<file path="src/rtl/idx_calc_pkg.sv">
// Package idx_calc_pkg
// Shared width default and flag bundle for the index calculator.
// Assumes: all consumers use the same data width parameter.
package idx_calc_pkg;
    parameter int unsigned IDX_W_DEF = 32;

    typedef struct packed {
        logic neg;
        logic zero;
    } idx_cc_t;
endpackage

</file>
<file path="src/rtl/idx_bound_check.sv">
// Module idx_bound_check
// Signed compare of a subscript against inclusive lower and upper bounds.
// Assumes: operands are held stable by the caller for the whole operation.
module idx_bound_check #(
    parameter int unsigned W = idx_calc_pkg::IDX_W_DEF
) (
    input  logic [W-1:0] sub_i,
    input  logic [W-1:0] low_i,
    input  logic [W-1:0] high_i,
    output logic         below_o,
    output logic         above_o
);
    // Two's complement ordering against each bound
    always_comb begin
        below_o = $signed(sub_i) < $signed(low_i);
        above_o = $signed(sub_i) > $signed(high_i);
    end
endmodule

</file>
<file path="src/rtl/idx_flag_gen.sv">
// Module idx_flag_gen
// Derives negative and zero condition flags from a result word.
// Assumes: the input is the final truncated result.
module idx_flag_gen #(
    parameter int unsigned W = idx_calc_pkg::IDX_W_DEF
) (
    input  logic [W-1:0]            val_i,
    output idx_calc_pkg::idx_cc_t   cc_o
);
    // Sign bit and all-zero detect
    always_comb begin
        cc_o.neg  = val_i[W-1];
        cc_o.zero = ~|val_i;
    end
endmodule

</file>
<file path="src/rtl/idx_shift_mult.sv">
// Module idx_shift_mult
// Sequential shift-add multiplier keeping the low W bits of the product.
// One multiplier bit per cycle, W cycles after load; valid_o pulses once.
// Assumes: load is only raised while the unit is idle.
module idx_shift_mult #(
    parameter int unsigned W = idx_calc_pkg::IDX_W_DEF
) (
    input  logic         clk,
    input  logic         rst_n,
    input  logic         load_i,
    input  logic [W-1:0] mcand_i,
    input  logic [W-1:0] mplier_i,
    output logic [W-1:0] prod_o,
    output logic         valid_o
);
    localparam int unsigned CW = (W > 1) ? $clog2(W) : 1;
    localparam logic [CW-1:0] LAST = CW'(W - 1);

    logic [W-1:0]  acc_q, mcand_q, mplier_q, acc_nxt;
    logic [CW-1:0] cnt_q;
    logic          run_q, valid_q;

    // Conditional add of the shifted multiplicand for the current bit
    always_comb begin
        acc_nxt = mplier_q[0] ? (acc_q + mcand_q) : acc_q;
    end

    // Load, iterate and flag the final step
    always_ff @(posedge clk) begin
        if (!rst_n) begin
            acc_q    <= '0;
            mcand_q  <= '0;
            mplier_q <= '0;
            cnt_q    <= '0;
            run_q    <= 1'b0;
            valid_q  <= 1'b0;
        end else begin
            valid_q <= 1'b0;
            if (load_i) begin
                acc_q    <= '0;
                mcand_q  <= mcand_i;
                mplier_q <= mplier_i;
                cnt_q    <= '0;
                run_q    <= 1'b1;
            end else if (run_q) begin
                acc_q    <= acc_nxt;
                mcand_q  <= mcand_q << 1;
                mplier_q <= mplier_q >> 1;
                cnt_q    <= cnt_q + 1'b1;
                if (cnt_q == LAST) begin
                    run_q   <= 1'b0;
                    valid_q <= 1'b1;
                end
            end
        end
    end

    assign prod_o  = acc_q;
    assign valid_o = valid_q;

    a_r8_mult_valid_pulse: assert property (@(posedge clk) disable iff (!rst_n)
        valid_q |=> !valid_q);
    a_r9_load_when_idle: assert property (@(posedge clk) disable iff (!rst_n)
        load_i |-> !run_q);
    a_r8_valid_ends_run: assert property (@(posedge clk) disable iff (!rst_n)
        valid_q |-> !run_q);
endmodule

</file>
<file path="src/rtl/idx_calc.sv">
// Module idx_calc
// Top: accepts operands on start, forms (index_in + subscript) * elem_size
// through the shift-add multiplier, checks subscript against both bounds and
// registers result, flags and trap with a one-cycle done pulse.
// Assumes: operands are valid in the cycle start is sampled.
module idx_calc #(
    parameter int unsigned W = idx_calc_pkg::IDX_W_DEF
) (
    input  logic         clk,
    input  logic         rst_n,
    input  logic         start,
    input  logic [W-1:0] subscript,
    input  logic [W-1:0] low_bound,
    input  logic [W-1:0] high_bound,
    input  logic [W-1:0] elem_size,
    input  logic [W-1:0] index_in,
    output logic         busy,
    output logic         done,
    output logic [W-1:0] index_out,
    output logic         flag_n,
    output logic         flag_z,
    output logic         flag_v,
    output logic         flag_c,
    output logic         range_trap
);
    logic         accept;
    logic         busy_q, done_q, trap_q, n_q, z_q;
    logic [W-1:0] res_q, sub_q, low_q, high_q;
    logic [W-1:0] sum_in, prod;
    logic         prod_valid, below, above;
    idx_calc_pkg::idx_cc_t cc;

    // Accept a new operation only when idle
    always_comb begin
        accept = start && !busy_q;
        sum_in = index_in + subscript;
    end

    idx_shift_mult #(.W(W)) u_mult (
        .clk      (clk),
        .rst_n    (rst_n),
        .load_i   (accept),
        .mcand_i  (sum_in),
        .mplier_i (elem_size),
        .prod_o   (prod),
        .valid_o  (prod_valid)
    );

    idx_bound_check #(.W(W)) u_bound (
        .sub_i   (sub_q),
        .low_i   (low_q),
        .high_i  (high_q),
        .below_o (below),
        .above_o (above)
    );

    idx_flag_gen #(.W(W)) u_flags (
        .val_i (prod),
        .cc_o  (cc)
    );

    // Capture bounds operands, track busy and register the completion
    always_ff @(posedge clk) begin
        if (!rst_n) begin
            busy_q <= 1'b0;
            done_q <= 1'b0;
            trap_q <= 1'b0;
            n_q    <= 1'b0;
            z_q    <= 1'b0;
            res_q  <= '0;
            sub_q  <= '0;
            low_q  <= '0;
            high_q <= '0;
        end else begin
            done_q <= 1'b0;
            trap_q <= 1'b0;
            if (accept) begin
                busy_q <= 1'b1;
                sub_q  <= subscript;
                low_q  <= low_bound;
                high_q <= high_bound;
            end else if (prod_valid) begin
                busy_q <= 1'b0;
                done_q <= 1'b1;
                res_q  <= prod;
                n_q    <= cc.neg;
                z_q    <= cc.zero;
                trap_q <= below || above;
            end
        end
    end

    assign busy       = busy_q;
    assign done       = done_q;
    assign index_out  = res_q;
    assign flag_n     = n_q;
    assign flag_z     = z_q;
    assign flag_v     = 1'b0;
    assign flag_c     = 1'b0;
    assign range_trap = trap_q;

    a_r8_done_single: assert property (@(posedge clk) disable iff (!rst_n)
        done_q |=> !done_q);
    a_r8_trap_only_done: assert property (@(posedge clk) disable iff (!rst_n)
        trap_q |-> done_q);
    a_r9_busy_excludes_done: assert property (@(posedge clk) disable iff (!rst_n)
        busy_q |-> !done_q);
    a_r9_done_ends_busy: assert property (@(posedge clk) disable iff (!rst_n)
        prod_valid |-> busy_q);
    a_r9_bounds_held: assert property (@(posedge clk) disable iff (!rst_n)
        (busy_q && start) |=> $stable(sub_q) && $stable(low_q) && $stable(high_q));
    a_r5_neg_flag: assert property (@(posedge clk) disable iff (!rst_n)
        done_q |-> (n_q == res_q[W-1]));
    a_r6_zero_flag: assert property (@(posedge clk) disable iff (!rst_n)
        done_q |-> (z_q == (res_q == '0)));
endmodule

</file>
<file path="config.mk">
export PLATFORM = sky130hd
export DESIGN_NAME = idx_calc
export DESIGN_NICKNAME = d
export VERILOG_FILES = /design/src/rtl/idx_calc_pkg.sv /design/src/rtl/idx_bound_check.sv /design/src/rtl/idx_flag_gen.sv /design/src/rtl/idx_shift_mult.sv /design/src/rtl/idx_calc.sv
export SDC_FILE = /design/constraint.sdc
export NUM_CORES = 1
export LEC_CHECK = 0
export BUFFER_PORTS_ARGS = -buffer_cell sky130_fd_sc_hd__buf_4
export CAP_MARGIN = 30
export CORE_AREA = 2 2 218 220
export DETAILED_ROUTE_END_ITERATION = 8
export DIE_AREA = 0 0 220 222
export PLACE_DENSITY = 0.48
export SKIP_LAST_GASP = 1
export SYNTH_ARGS = -nofsm -noshare
export SYNTH_HDL_FRONTEND = slang
export SYNTH_SLANG_ARGS = --single-unit
export TNS_END_PERCENT = 20
</file>
<file path="constraint.sdc">
create_clock -name clk -period 3.5 [get_ports clk]
set_input_delay 1.05 -clock clk [delete_from_list [all_inputs] [get_ports clk]]
set_output_delay 1.05 -clock clk [all_outputs]
set_load 0.1 [all_outputs]
</file>
==> impl_metrics.py <==
metrics = {
    "sta": {
        "maxSlewHeadroom_pct": 42.3,
        "slew_viol_final": 0,
        "fmax_ghz": 0.311,
        "finalCritPeriodShare_pct": 91.9,
        "finalClockSkew_ps": 16.8,
        "rsz0062_at_grt": "no",
        "hold_ws_ps": 461,
        "setup_viol": 0,
        "worst_slew_pin_slew_ps": 864,
        "final-hold-violation-count": 0,
        "timing.final.ws_setup_ps": 284,
        "period_minus_slack_ps": 3220,
    },
    "worst_setup_path": {
        "reg2reg_from": "u_mult.prod_o[0]$_SDFFE_PP0P_",
        "crit_top_cell": "buf_4",
        "crit_path_end_kind": "register",
        "crit_slowest_cell": "nor3_1",
        "critPathKind": "input port to register",
        "cp.required_ps": 3990,
        "r2r-end": "u_mult.prod_o[24]$_SDFFE_PP0P_",
        "setup.worst_path.start_class": "input port",
        "path_cells": "buf_4 -> ha_1 -> and3_1 -> nand3_1 -> nor3_1 -> o31ai_1 -> buf_4 -> o31ai_1 -> buf_4 -> nor4_1 -> a311oi_2 -> a21oi_1 -> xor2_1 -> o22ai_1",
        "rrSetupSlack_ps": 390,
        "critPathMaxFanout": 3,
        "crit_buf_inv": 3,
        "cp_top_family": "compound AO/OA/AOI/OAI gates",
        "cpPeakStageDelay_ps": 460,
        "ff2ff_path_depth": 12,
        "crit_arrival_ps": 3700,
    },
    "floorplan": {
        "fp.dieH_um": 222,
        "row_count": 79,
        "core_area_um2": 46300,
        "start_util_pct": 29.7,
        "die_w_um": 220,
        "io_pins": 202,
        "die_area_um2": 48800,
    },
    "grt": {
        "grt_remaining_overflow": 0,
        "grt_pass1_vias": 12000,
        "grt_max_degree": 108,
        "grt_pass1_wl_um": 64700,
        "grt_usage_pct": 16.4,
        "antenna_found_initial": 3,
    },
    "yosys": {
        "ys_ff_latch": 235,
        "synth.distinct_cells": 70,
        "syn_avg_cell_area_um2": 8.25,
        "ys.flop_type": "dfxtp_1",
        "ys_async_sr_fraction_pct": 0,
        "synthesis.area_um2": 13800,
        "synth_edf_count": 0,
        "synth_warnings": 0,
        "syn_inst": 1666,
        "synth_top_area_share_pct": 34.2,
        "synth_top_area_cell": "dfxtp_1",
        "netlist_top_cells_area": "dfxtp_1, ha_1, nand2_1, a21boi_0, mux2i_1",
        "yosysSeqAreaShare_pct": 34.2,
    },
    "routing": {
        "viasPerCell": 4.82,
        "wl_um": 40700,
        "ant_nets": 0,
        "drc": 0,
        "drt_iter0_drc": 516,
        "wl_per_cell_um": 16.2,
        "vias": 12100,
        "first_pass_iters": 4,
    },
    "cts": {
        "clock_path_buffers": 3,
        "cts.reportedPaths.clkPinSlew_ps": 60,
        "clock-sinks": 235,
        "cts_hold_buf": 0,
        "htreeDepth": 1,
        "clk_latency_ps": 570,
        "clk_root_buffer_cell": "clkbuf_16",
        "cts-buffers-inserted": 29,
        "cts_tree": "built",
        "cts_setup_buffers": 0,
        "cts_resized": 0,
    },
    "worst_hold_path": {
        "whs_endpoint": "high_q[29]$_SDFFE_PN0P_",
        "hold_path.class": "register to register",
        "hold_start": "high_q[29]$_SDFFE_PN0P_",
        "holdPathStages": 2,
    },
    "power": {
        "powerDensity_nw_per_um2": 428,
        "power.total_uw": 7410,
        "p_leak_uw": 0.00787,
        "vdd_drop_max_v": 0.000364,
    },
    "placement": {
        "dp_hpwl_um": 31600,
        "place.gp.congestion": 0.849,
        "preCtsSetupSlack_ps": -252,
        "dp.cells": 2466,
        "port_buffers": 199,
    },
    "layout": {
        "drive_above_1_share_pct": 18.0,
        "fin_nets": 2182,
        "syn_to_final_growth_pct": 25.7,
        "fill_cells": 4911,
        "utilization_pct": 37.4,
        "diodes": 0,
        "final_cells": 2519,
    },
    "job": {
        "max_cap_violations": 0,
    },
    "run_status": {
        "status": "finished clean",
    },
}
==> worst max path at each step <==
stage	start	endpoint	slack (ps)	cells past startpoint
3_5_place_dp	subscript[7]	u_mult.mcand_q[29]$_SDFFE_PN0P_	-250	14
2_1_floorplan	subscript[0]	u_mult.mcand_q[26]$_SDFFE_PN0P_	70	12
5_1_grt	u_mult.prod_o[0]$_SDFFE_PP0P_	u_mult.prod_o[24]$_SDFFE_PP0P_	140	12
4_1_cts	u_mult.prod_o[0]$_SDFFE_PP0P_	u_mult.prod_o[24]$_SDFFE_PP0P_	290	12
6_report	subscript[7]	u_mult.mcand_q[29]$_SDFFE_PN0P_	280	14
3_3_place_gp	subscript[7]	u_mult.mcand_q[29]$_SDFFE_PN0P_	-200	14
==> area by class of cell <==
class | instances | area, µm² | area share [%]
well taps | 607 | 759 | 4.39
inverters | 82 | 308 | 1.78
multi-input cells | 1263 | 8420 | 48.7
clock inverters | 10 | 131 | 0.760
repair buffers | 279 | 2130 | 12.3
clock buffers | 43 | 828 | 4.79
flip-flops and latches | 235 | 4710 | 27.2
==> metrics by stage <==
stage / area, µm² / TNS [ps]
6_report: 17300 / 0
5_1_grt: 17300 / 0
4_1_cts: 17300 / 0
3_5_place_dp: 16300 / -1470
3_3_place_gp: 16300 / -942
2_1_floorplan: 13800 / 0
==> metal layers <==
layer,vias up,part of all wire (%),routed length (µm),global-route usage (%)
met5,-,0.069,28,0
met4,4,1.9,775,4.16
met3,48,4.8,1970,3.33
met2,177,46,18700,27.0
met1,5661,47,19200,21.9
li1,6257,-,-,-
==> placed cells by master, fill, tap and decap left out, types with 34 or more instances in the layout <==
| cell type | Yosys | final |
|---|---|---|
| dfxtp_1 | 235 | 234 |
| a21o_1 | 48 | 48 |
| a21boi_0 | 134 | 134 |
| a21oi_1 | 94 | 93 |
| o211a_1 | 50 | 50 |
| buf_4 | 3 | 276 |
| ha_1 | 127 | 127 |
| inv_1 | 82 | 82 |
| mux2i_1 | 62 | 62 |
| nand2_1 | 399 | 399 |
| nor2_1 | 34 | 34 |
| o21ai_0 | 46 | 46 |
==> worst reg2reg max path, delay by kind of cell (launching register included) <==
| kind | cells | cell delay [ps] |
|---|---|---|
| AO/OA/AOI/OAI | 9 | 1840 |
| XOR/XNOR | 1 | 170 |
| adder cells (fa/ha/maj) | 2 | 650 |
| flip-flops | 1 | 340 |
==> synthesized netlist by cell type, types with 13 or more instances <==
library cell	instances
a21o_1	48
nand2b_1	15
inv_1	82
mux2i_1	62
a21boi_0	134
dfxtp_1	235
nand4_1	20
nor4_1	13
o21ai_0	46
nor3_1	14
nor2_1	34
o211a_1	50
ha_1	127
xor2_1	24
nand2_1	399
a21oi_1	94
nand3_1	23
xnor2_1	29
clkbuf_1	75
==> flip-flops by register name, summed over array words and instances (netlist names) <==
name,flops
busy,1
done,1
flag_n,1
flag_z,1
high_q,32
index_out,31
low_q,32
range_trap,1
sub_q,32
u_mult.cnt_q,5
u_mult.mcand_q,32
u_mult.mplier_q,32
u_mult.prod_o,32
u_mult.run_q,1
u_mult.valid_o,1
==> power by group <==
group	leakage, µW	switching [µW]	total [µW]	internal, µW
combinational	0.00547	743	1420	678
sequential	0.00192	120	2940	2820
clock	0.000471	1200	3050	1850
total	0.00787	2060	7410	5340
==> logic make-up after synthesis <==
| kind of cell | share of synthesized area [%] |
|---|---|
| and+or+nand+nor | 17.4 |
| AOI/OAI and AO/OA | 23.8 |
| DFF | 34.2 |
| buffers and inverters | 4.70 |
| adders and majority gates | 11.8 |
| muxes | 4.68 |
| xor gates and xnor gates | 3.38 |
| other | 0.0273 |
Power figures use the tool's default switching activity.
